$ cat src/rtl/conf_mixer_pkg.sv
package conf_mixer_pkg;

   localparam int SRC_FIELD_W = 4;
   localparam int NUM_SRC     = 3;
   localparam int CFG_W       = 16;

   typedef enum logic [1:0] {
      GAIN_0DB  = 2'b00,
      GAIN_P6DB = 2'b01,
      GAIN_M12DB = 2'b10,
      GAIN_M6DB = 2'b11
   } gain_code_e;

   typedef logic [SRC_FIELD_W-1:0] src_field_t;

   // Packed MSB first: gain, mode, then sources first..third.
   typedef struct packed {
      gain_code_e                 gain;
      logic [1:0]                 mode;
      src_field_t [NUM_SRC-1:0]   src;   // src[2] = first, src[0] = third
   } mix_cfg_t;

endpackage

$ cat src/rtl/conf_cfg_regs.sv
module conf_cfg_regs
   import conf_mixer_pkg::*;
#(
   parameter int NUM_CH = 8,
   localparam int CH_W = $clog2(NUM_CH)
) (
   input  logic                clk,
   input  logic                rst_n,
   input  logic                wr_en,
   input  logic [CH_W-1:0]     wr_addr,
   input  logic [CFG_W-1:0]    wr_data,
   input  logic [CH_W-1:0]     rd_addr,
   output mix_cfg_t            rd_cfg
);

   mix_cfg_t cfg_q [NUM_CH];

   always_ff @(posedge clk or negedge rst_n) begin
      if (!rst_n) begin
         for (int i = 0; i < NUM_CH; i++) cfg_q[i] <= '0;
      end else if (wr_en) begin
         cfg_q[wr_addr] <= mix_cfg_t'(wr_data);
      end
   end

   assign rd_cfg = cfg_q[rd_addr];

endmodule

$ cat src/rtl/conf_sample_mem.sv
module conf_sample_mem #(
   parameter int NUM_CH   = 8,
   parameter int SAMPLE_W = 14,
   parameter int RD_PORTS = 4,
   localparam int CH_W = $clog2(NUM_CH)
) (
   input  logic                               clk,
   input  logic                               rst_n,
   input  logic                               wr_en,
   input  logic [CH_W-1:0]                    wr_addr,
   input  logic [SAMPLE_W-1:0]                wr_data,
   input  logic [RD_PORTS-1:0][CH_W-1:0]      rd_addr,
   output logic [RD_PORTS-1:0][SAMPLE_W-1:0]  rd_data
);

   logic [SAMPLE_W-1:0] mem_q [NUM_CH];

   always_ff @(posedge clk or negedge rst_n) begin
      if (!rst_n) begin
         for (int i = 0; i < NUM_CH; i++) mem_q[i] <= '0;
      end else if (wr_en) begin
         mem_q[wr_addr] <= wr_data;
      end
   end

   for (genvar p = 0; p < RD_PORTS; p++) begin : g_rd
      assign rd_data[p] = mem_q[rd_addr[p]];
   end

endmodule

$ cat src/rtl/conf_mix_core.sv
module conf_mix_core
   import conf_mixer_pkg::*;
#(
   parameter int SAMPLE_W = 14,
   parameter int N_SRC    = 3,
   localparam int ACC_W   = SAMPLE_W + $clog2(N_SRC + 1) + 1,
   localparam int EXT_W   = ACC_W - SAMPLE_W
) (
   input  logic [SAMPLE_W-1:0]             own_smp,
   input  logic [N_SRC-1:0][SAMPLE_W-1:0]  src_smp,   // [0] = first source
   input  logic [1:0]                      mode,
   input  gain_code_e                      gain,
   output logic [SAMPLE_W-1:0]             mixed
);

   localparam logic signed [ACC_W-1:0] SAT_HI =
      {{(EXT_W+1){1'b0}}, {(SAMPLE_W-1){1'b1}}};
   localparam logic signed [ACC_W-1:0] SAT_LO = ~SAT_HI;

   logic signed [ACC_W-1:0] term [N_SRC];
   logic signed [ACC_W-1:0] own_ext;
   logic signed [ACC_W-1:0] sum;
   logic signed [ACC_W-1:0] scaled;

   assign own_ext = $signed({{EXT_W{own_smp[SAMPLE_W-1]}}, own_smp});

   // One tap per source; a tap is live when the mode counts past it.
   for (genvar g = 0; g < N_SRC; g++) begin : g_tap
      assign term[g] = (32'(mode) > g)
                     ? $signed({{EXT_W{src_smp[g][SAMPLE_W-1]}}, src_smp[g]})
                     : '0;
   end

   always_comb begin
      sum = own_ext;
      for (int i = 0; i < N_SRC; i++) sum = sum + term[i];
   end

   always_comb begin
      case (gain)
         GAIN_P6DB:  scaled = sum <<< 1;
         GAIN_M6DB:  scaled = sum >>> 1;
         GAIN_M12DB: scaled = sum >>> 2;
         default:    scaled = sum;
      endcase
   end

   always_comb begin
      if (scaled > SAT_HI)      mixed = SAT_HI[SAMPLE_W-1:0];
      else if (scaled < SAT_LO) mixed = SAT_LO[SAMPLE_W-1:0];
      else                      mixed = scaled[SAMPLE_W-1:0];
   end

endmodule

$ cat src/rtl/conf_seq.sv
module conf_seq #(
   parameter int NUM_CH = 8,
   localparam int CH_W = $clog2(NUM_CH)
) (
   input  logic            clk,
   input  logic            rst_n,
   input  logic            frame_start,
   output logic            busy,
   output logic [CH_W-1:0] cur_ch,
   output logic            out_valid,
   output logic [CH_W-1:0] out_ch,
   output logic            done
);

   localparam logic [CH_W-1:0] LAST = CH_W'(NUM_CH - 1);

   always_ff @(posedge clk or negedge rst_n) begin
      if (!rst_n) begin
         busy      <= 1'b0;
         cur_ch    <= '0;
         out_valid <= 1'b0;
         out_ch    <= '0;
         done      <= 1'b0;
      end else begin
         out_valid <= busy;
         out_ch    <= cur_ch;
         done      <= busy && (cur_ch == LAST);
         if (busy) begin
            cur_ch <= cur_ch + 1'b1;
            if (cur_ch == LAST) busy <= 1'b0;
         end else if (frame_start) begin
            busy   <= 1'b1;
            cur_ch <= '0;
         end
      end
   end

   assert_start_R9: assert property (@(posedge clk) disable iff (!rst_n)
      (!busy && frame_start) |=> (busy && cur_ch == '0));

   assert_ch_step_R9: assert property (@(posedge clk) disable iff (!rst_n)
      (out_valid && out_ch != LAST) |=> (out_valid && out_ch == $past(out_ch) + 1'b1));

   assert_done_last_R10: assert property (@(posedge clk) disable iff (!rst_n)
      done |-> (out_valid && out_ch == LAST));

   assert_no_restart_R11: assert property (@(posedge clk) disable iff (!rst_n)
      (busy && cur_ch != LAST) |=> (busy && cur_ch != '0));

endmodule

$ cat src/rtl/conf_mixer.sv
module conf_mixer
   import conf_mixer_pkg::*;
#(
   parameter int NUM_CH   = 8,
   parameter int SAMPLE_W = 14
) (
   input  logic                        clk,
   input  logic                        rst_n,
   input  logic                        cfg_we,
   input  logic [$clog2(NUM_CH)-1:0]   cfg_addr,
   input  logic [CFG_W-1:0]            cfg_wdata,
   input  logic                        smp_we,
   input  logic [$clog2(NUM_CH)-1:0]   smp_addr,
   input  logic [SAMPLE_W-1:0]         smp_wdata,
   input  logic                        frame_start,
   output logic                        out_valid,
   output logic [$clog2(NUM_CH)-1:0]   out_ch,
   output logic [SAMPLE_W-1:0]         out_sample,
   output logic                        done
);

   localparam int CH_W     = $clog2(NUM_CH);
   localparam int RD_PORTS = NUM_SRC + 1;
   localparam logic [SAMPLE_W-1:0] SMP_MAX = {1'b0, {(SAMPLE_W-1){1'b1}}};

   initial begin
      assert (NUM_CH >= 2 && (1 << CH_W) == NUM_CH)
         else $fatal(1, "NUM_CH must be a power of two");
      assert (NUM_CH <= (1 << SRC_FIELD_W))
         else $fatal(1, "NUM_CH exceeds source field range");
      assert (SAMPLE_W >= 4 && SAMPLE_W <= 24)
         else $fatal(1, "SAMPLE_W out of range");
   end

   logic                               busy;
   logic [CH_W-1:0]                    cur_ch;
   mix_cfg_t                           cur_cfg;
   logic [RD_PORTS-1:0][CH_W-1:0]      rd_addr;
   logic [RD_PORTS-1:0][SAMPLE_W-1:0]  rd_data;
   logic [NUM_SRC-1:0][SAMPLE_W-1:0]   src_smp;
   logic [SAMPLE_W-1:0]                mixed;

   conf_seq #(.NUM_CH(NUM_CH)) u_seq (
      .clk(clk), .rst_n(rst_n), .frame_start(frame_start),
      .busy(busy), .cur_ch(cur_ch),
      .out_valid(out_valid), .out_ch(out_ch), .done(done)
   );

   conf_cfg_regs #(.NUM_CH(NUM_CH)) u_cfg (
      .clk(clk), .rst_n(rst_n),
      .wr_en(cfg_we), .wr_addr(cfg_addr), .wr_data(cfg_wdata),
      .rd_addr(cur_ch), .rd_cfg(cur_cfg)
   );

   // Port 0 reads the own sample, ports 1..NUM_SRC the listed sources.
   assign rd_addr[0] = cur_ch;
   for (genvar k = 0; k < NUM_SRC; k++) begin : g_src
      assign rd_addr[k+1] = cur_cfg.src[NUM_SRC-1-k][CH_W-1:0];
      assign src_smp[k]   = rd_data[k+1];
   end

   if (CH_W < SRC_FIELD_W) begin : g_hi_bits
      logic unused_src_hi;
      assign unused_src_hi = ^{cur_cfg.src[0][SRC_FIELD_W-1:CH_W],
                               cur_cfg.src[1][SRC_FIELD_W-1:CH_W],
                               cur_cfg.src[2][SRC_FIELD_W-1:CH_W]};
   end

   conf_sample_mem #(.NUM_CH(NUM_CH), .SAMPLE_W(SAMPLE_W), .RD_PORTS(RD_PORTS)) u_mem (
      .clk(clk), .rst_n(rst_n),
      .wr_en(smp_we), .wr_addr(smp_addr), .wr_data(smp_wdata),
      .rd_addr(rd_addr), .rd_data(rd_data)
   );

   conf_mix_core #(.SAMPLE_W(SAMPLE_W), .N_SRC(NUM_SRC)) u_core (
      .own_smp(rd_data[0]), .src_smp(src_smp),
      .mode(cur_cfg.mode), .gain(cur_cfg.gain), .mixed(mixed)
   );

   always_ff @(posedge clk or negedge rst_n) begin
      if (!rst_n)    out_sample <= '0;
      else if (busy) out_sample <= mixed;
   end

   assert_passthru_R6: assert property (@(posedge clk) disable iff (!rst_n)
      (busy && cur_cfg.mode == 2'b00 && cur_cfg.gain == GAIN_0DB)
      |=> (out_sample == $past(rd_data[0])));

   assert_clamp_hi_R8: assert property (@(posedge clk) disable iff (!rst_n)
      (busy && cur_cfg.mode == 2'b00 && cur_cfg.gain == GAIN_P6DB && rd_data[0] == SMP_MAX)
      |=> (out_sample == SMP_MAX));

endmodule

$ cat config.mk
export PLATFORM = sky130hd
export DESIGN_NAME = conf_mixer
export DESIGN_NICKNAME = d
export VERILOG_FILES = /design/src/rtl/conf_mixer_pkg.sv /design/src/rtl/conf_cfg_regs.sv /design/src/rtl/conf_sample_mem.sv /design/src/rtl/conf_mix_core.sv /design/src/rtl/conf_seq.sv /design/src/rtl/conf_mixer.sv
export SDC_FILE = /design/constraint.sdc
export NUM_CORES = 1
export LEC_CHECK = 0
export ABC_CLOCK_PERIOD_IN_PS = 13300
export BUFFER_PORTS_ARGS = -buffer_cell sky130_fd_sc_hd__buf_2
export CORE_ASPECT_RATIO = 0.6
export CORE_MARGIN = 4
export CORE_UTILIZATION = 30
export CTS_CLUSTER_SIZE = 14
export DETAILED_ROUTE_END_ITERATION = 10
export PLACE_DENSITY = 0.47
export SLEW_MARGIN = 15
export SYNTH_ARGS = -nofsm -noshare
export SYNTH_HDL_FRONTEND = slang
export SYNTH_SLANG_ARGS = --single-unit
$ cat constraint.sdc
create_clock -name clk -period 13.3 [get_ports clk]
set_input_delay 3.325 -clock clk [delete_from_list [all_inputs] [get_ports clk]]
set_output_delay 3.325 -clock clk [all_outputs]
set_load 0.05 [all_outputs]
After elaboration in Yosys (flattened, before gate mapping)

Index checks and enable logic that the tools add are counted.

Multiply operators: 0
Add/sub/neg operators: 4
Bitwise logic cells: 6
Equal/unequal tests: 4
Div/mod/pow operators: 0
Shift-type cells: 0
$lt $le $gt $ge: 13
Reduce and logical (&&, ||, !) cells: 4
Multiplexer cells: 32

Operators by type and width:

| operator             | number |
|---|---|
| $bmux 14 s3          | 4 |
| $mux 14              | 11 |
| $bwmux 128           | 1 |
| $bwmux 112           | 1 |
| $mux 17              | 3 |
| $pmux 17 s3          | 1 |
| $bmux 16 s3          | 1 |
| $demux 16 s3         | 1 |
| $mux 16              | 3 |
| $demux 14 s3         | 1 |
| $add 17x17->17       | 2 |
| $ge 4x4->1 const B   | 6 |
| $not 3->4            | 6 |
| $add 14x17->17       | 1 |
| $gt 17x14->1 const B | 1 |
| $lt 17x14->1 const B | 1 |
| $lt 4x1->1 const B   | 2 |
| $mux 3               | 2 |
| $eq 2x2->1 const B   | 2 |
| $gt 2x1->1 const B   | 2 |
| $add 3x1->3 const B  | 1 |
| $eq 3x3->1 const B   | 1 |
| $logic_and 1x1->1    | 3 |
| $mux 1               | 3 |
| other kinds (3)      | 3 |

ROM bits: 0
Logic and storage cells: 117
Memories kept: 0
Memory bits (writable): 0
Register bits: 263
Latch bits: 0

Depth between registers and ports, before layout

Depth after elaboration: 16
Mapped depth: 27
Depth with buffers taken out: 22

Modules after synthesis

From an unflattened synthesis, not the netlist that was laid out.

Cell total of the unflattened synthesis: 1,104
Area total of the unflattened synthesis: 17,043.8 um2

Modules (own cells, without submodules):

| module          | area an instance (um2) | cells each | instances | sequential area each (um2) |
|---|---|---|---|---|
| conf_sample_mem | 8,102.8                | 439        | 1         | 2,802.7 |
| conf_cfg_regs   | 5,926.9                | 336        | 1         | 3,203.1 |
| conf_mix_core   | 2,193.4                | 282        | 1         | 0.0 |
| conf_mixer      | 519.2                  | 29         | 1         | 350.3 |
| conf_seq        | 301.5                  | 18         | 1         | 225.2 |

Worst setup path before layout

No wires, ideal clock.

Path kind: register to register
Start: register u_seq.cur_ch[0]
End: register out_sample[0]
Stages on the path, launching flop included: 25
Path slack: 7,467 ps
Path buffers: 4
Data arrival time: 5,712 ps
Cell sequence: dfrtp_1 > buf_6 > buf_6 > mux4_2 > mux2i_1 > buf_2 > buf_4 > mux2i_1 > nand2_1 > o211ai_1 > a21oi_1 > fa_1 > inv_1 > fa_1 > inv_1 > ha_1 > a211oi_2 > nor2_2 > o221a_1 > or3_4 > and3_4 > a21o_1 > a221oi_4 > o21ai_4 > o22a_1

Word-level cells in the longest chain between the ends: 16
Elaborated cells between the ends (all ways): 36
Those cells by class: add/sub: 3; order compare: 5; eq/ne: 3; mux: 21; bitwise: 4

Ends and longest elaborated chain:

| what                                        | line                                       | source |
|---|---|---|
| start: declaration                          | conf_seq.sv:9                              | `output logic [CH_W-1:0] cur_ch,` |
| start signal: assignment                    | conf_seq.sv:29                             | `cur_ch <= cur_ch + 1'b1;` |
| $not 3->4 (not written as such) *           | conf_cfg_regs.sv:26, conf_sample_mem.sv:27 |  |
| $bmux 16 s3                                 | conf_cfg_regs.sv:26                        | `assign rd_cfg = cfg_q[rd_addr];` |
| $mux 16 (not written as such) (2 in series) | conf_cfg_regs.sv:26                        |  |
| $not 3->4 (not written as such)             | conf_sample_mem.sv:27                      | `assign rd_data[p] = mem_q[rd_addr[p]];` |
| $bmux 14 s3                                 | conf_sample_mem.sv:27                      |  |
| $mux 14 (not written as such) (2 in series) | conf_sample_mem.sv:27                      |  |
| $mux 17                                     | conf_mix_core.sv:30                        | `? $signed({{EXT_W{src_smp[g][SAMPLE_W-1]}}, src_smp[g]})` |
| $add 14x17->17                              | conf_mix_core.sv:36                        | `for (int i = 0; i < N_SRC; i++) sum = sum + term[i];` |
| $add 17x17->17 (2 in series)                | conf_mix_core.sv:36                        |  |
| $pmux 17 s3 *                               | conf_mix_core.sv:40                        | `case (gain)` |
| $lt 17x14->1                                | conf_mix_core.sv:50                        | `else if (scaled < SAT_LO) mixed = SAT_LO[SAMPLE_W-1:0];` |
| $mux 14                                     | conf_mix_core.sv:50                        |  |
| $mux 14 *                                   | conf_mix_core.sv:49                        | `if (scaled > SAT_HI) mixed = SAT_HI[SAMPLE_W-1:0];` |
| end signal: assignment                      | conf_mixer.sv:82                           | `else if (busy) out_sample <= mixed;` |
| end: declaration                            | conf_mixer.sv:18                           | `output logic [SAMPLE_W-1:0] out_sample,` |

Mark *: on every way between the ends. The rest lies on a longest branch, timed or not. The select of a mux whose other input is x is not followed.
A chain may end at the register's enable or synchronous reset.

Worst setup path in the final report

Ends and elaborated chain as after synthesis.

==> metrics.csv <==
stage;metric;value;unit
setup_path;crit path DAT;8.56;ns
cts;clock latency on the worst-skew pair;0.55;ns
synth;Yosys reg bits;239;
synth;Synth top area share;0.374;
sta;setup violators final;0;
sta;shortest clock period the worst path allows after layout;8.12;ns
cts;CTS tree;built;
routing;wire per inst;22.9;um
finish;Area Overhead vs Synth;11.6;%
synth;Top FF cell, synth;dfrtp_1;
sta;Final TNS setup;0;ns
routing;WL final;47000;um
synth;YS warnings;0;
place;DPL Wire Length;29300;um
finish;post-route cell area;17800;um2
setup_path;worst path required time;13.74;ns
global_routing;Total GRT Usage;0.162;
setup_path;Worst setup EP type;flip-flop;
place;Port Buffer Count;56;
finish;Total Nets Final;1422;
run;max-capacitance violation count;0;
sta;Final Skew;0.0114;ns
status;status;finished clean;
routing;1st-pass router iterations;5;
sta;RSZ-0062 raised after global routing;false;
die;Core Region;52600;um2
finish;commonest cells after routing, fill and taps aside;273 x mux2_2, 236 x dfrtp_1, 107 x mux2i_1, 62 x nand2_1, 55 x buf_2;
sta;fmax;123;MHz
routing;drc violations;0;
finish;fraction of layout cells with a size suffix above 1;0.372;
cts;Root Driver;clkbuf_16;
finish;Ant. Diodes;0;
setup_path;type of the worst setup path;flip-flop to flip-flop;
global_routing;first-pass GRT wire length;72100;um
synth;Post-Syn Nets;1400;
cts;cts bufs inserted;26;
sta;max_slew headroom;0.222;
die;Chip Width;306;um
hold_path;Hold WC Path Type;flip-flop to flip-flop;
global_routing;vias in the first global route;11049;
routing;via/cell ratio;5.41;
place;post-placement cell area;17000;um2
synth;Mapped Area;16000;um2
setup_path;CP Max Fanout;56;
cts;number of gates resized after cts;0;
sta;Pins Over Slew Limit;0;
sta;slew of the pin with the lowest slew margin;1.16;ns
cts;Clk pin slew, worst setup/hold paths;0.06;ns
synth;average size of a mapped cell;12.2;um2
synth;top cells by area, synth;dfrtp_1 37%, mux2_2 19%, mux4_2 7.3%;
die;Die ar.;57100;um2
cts;post-CTS setup buffers;0;
die;row cnt;65;
cts;Post-CTS Hold Buffers;0;
die;Top Ports;60;
sta;crit share post-route;0.611;
die;Initial Util;0.304;
finish;fill count;5215;
synth;sequential share of the synthesized area;0.374;
synth;post-synth cell types;70;
global_routing;largest net degree at the start of global routing;112;
synth;fraction of registers with async set/reset;1.00;
setup_path;CP startpoint kind;flip-flop;
global_routing;initial antenna violation count;0;
die;Die Ht;187;um
place;GP Congestion;0.806;
synth;Post-synth EDFFs;0;
finish;register area;5990;um2
finish;commonest non-fill, non-tap cell in the layout;mux2_2;
cts;clk buf depth;3;
routing;DR vias;11137;
routing;First DRT Iteration DRCs;753;
cts;H-Tree Depth;1;
routing;Final ANT Viol Nets;0;
synth;Cells after Synth;1312;
sta;Hold Violations, Final;0;
synth;area leader, netlist;dfrtp_1;
global_routing;total grt overflow;0;
finish;area of the multi-input gates;9430;um2
cts;CTS sink cnt;239;
final timing paths:
check,slack (ns),cells after the start,end,from
setup reg to reg,5.18,23,out_sample[0],u_seq.cur_ch[0]
setup / recovery,5.18,23,out_sample[0],u_seq.cur_ch[0]
min in group asynchronous,2.83,1,u_cfg.cfg_q[50],rst_n
max in group asynchronous,8.02,3,u_seq.cur_ch[0],rst_n
hold reg to reg,0.50,1,out_sample[13],out_sample[13]
hold / removal,0.50,1,out_sample[13],out_sample[13]
layout make-up:
cell class                      count  area share
Clock inverter                     14     0.00786
Clock buffer                       34      0.0405
Tap cell                          703      0.0493
Multi-Input combinational cell    941       0.529
Timing Repair Buffer               87      0.0295
Inverter                           39     0.00821
Sequential cell                   239       0.336
routing by layer:
| metal | wire [um] | track usage | part of all wire |
|---|---|---|---|
| met5 | 0 | 0 | 0 |
| met4 | 671 | 0.0250 | 0.014 |
| met3 | 2980 | 0.0389 | 0.063 |
| met2 | 18300 | 0.216 | 0.39 |
| met1 | 25100 | 0.264 | 0.53 |
state kept, by name, indices dropped and copies added (netlist names):
| register | cells |
|---|---|
| u_seq.out_valid | 1 |
| u_seq.busy | 1 |
| u_cfg.cfg_q | 104 |
| u_seq.cur_ch | 3 |
| u_seq.out_ch | 3 |
| out_sample | 14 |
| u_seq.done | 1 |
| u_mem.mem_q | 112 |
worst max-delay path, stage by stage (launching register included):
cell       delay [ns]
dfrtp_4          0.83
buf_4            0.71
mux4_2           0.62
mux2i_4          0.14
buf_4            0.69
mux2_2           0.41
o211ai_1         0.15
a21oi_1          0.11
fa_1             0.59
inv_1            0.08
fa_1             0.48
inv_1            0.08
ha_1             0.26
inv_1            0.08
fa_1             0.41
nor2b_1          0.18
o31a_1           0.20
o31ai_2          0.11
a21oi_1          0.19
xor2_1           0.44
mux2_4           0.42
o2bb2ai_2        0.38
a211oi_1         0.13
o22a_1           0.19
per-stage QoR:
step	instances	setup slack, ns	utilization	hold slack [ns]
after floorplan	1312	7.47	-	0.375
after global placement	2008	5.17	0.322	0.481
after detailed placement	2008	5.15	0.322	0.482
after CTS	2056	5.10	0.339	0.504
after global routing	2057	4.66	0.339	0.513
final	2057	5.18	0.339	0.501
synth_stat cells (6+ instances only):
cell type    n
a211o_1     41
a211oi_1    51
a211oi_2    10
a21o_1      11
a21oi_1     47
buf_2       35
buf_4       21
clkbuf_1    27
dfrtp_1    239
fa_1        29
ha_1        18
inv_1       39
mux2_2     273
mux2i_1    110
mux4_2      52
nand2_1     62
nand4b_1     6
nor2_1      20
nor2b_1     45
nor3_1       6
o211ai_1    39
o21a_1       6
o21ai_0     14
o21ai_1      8
o22a_1      10
xnor2_1      7
cell families (layout without fill, tap and decap cells):
| group | Yosys count | in the layout | share of synthesized area |
|---|---|---|---|
| xor+xnor | 10 | 10 | 0.00548 |
| compound gates | 269 | 269 | 0.128 |
| buf+inv | 132 | 174 | 0.0418 |
| flops | 239 | 239 | 0.374 |
| fa+ha+maj | 47 | 47 | 0.0505 |
| simple gates | 173 | 173 | 0.0570 |
| mux | 442 | 442 | 0.343 |
Power is not shown: default switching activity piles up to over one toggle a cycle in this logic, so the estimate is an artifact.
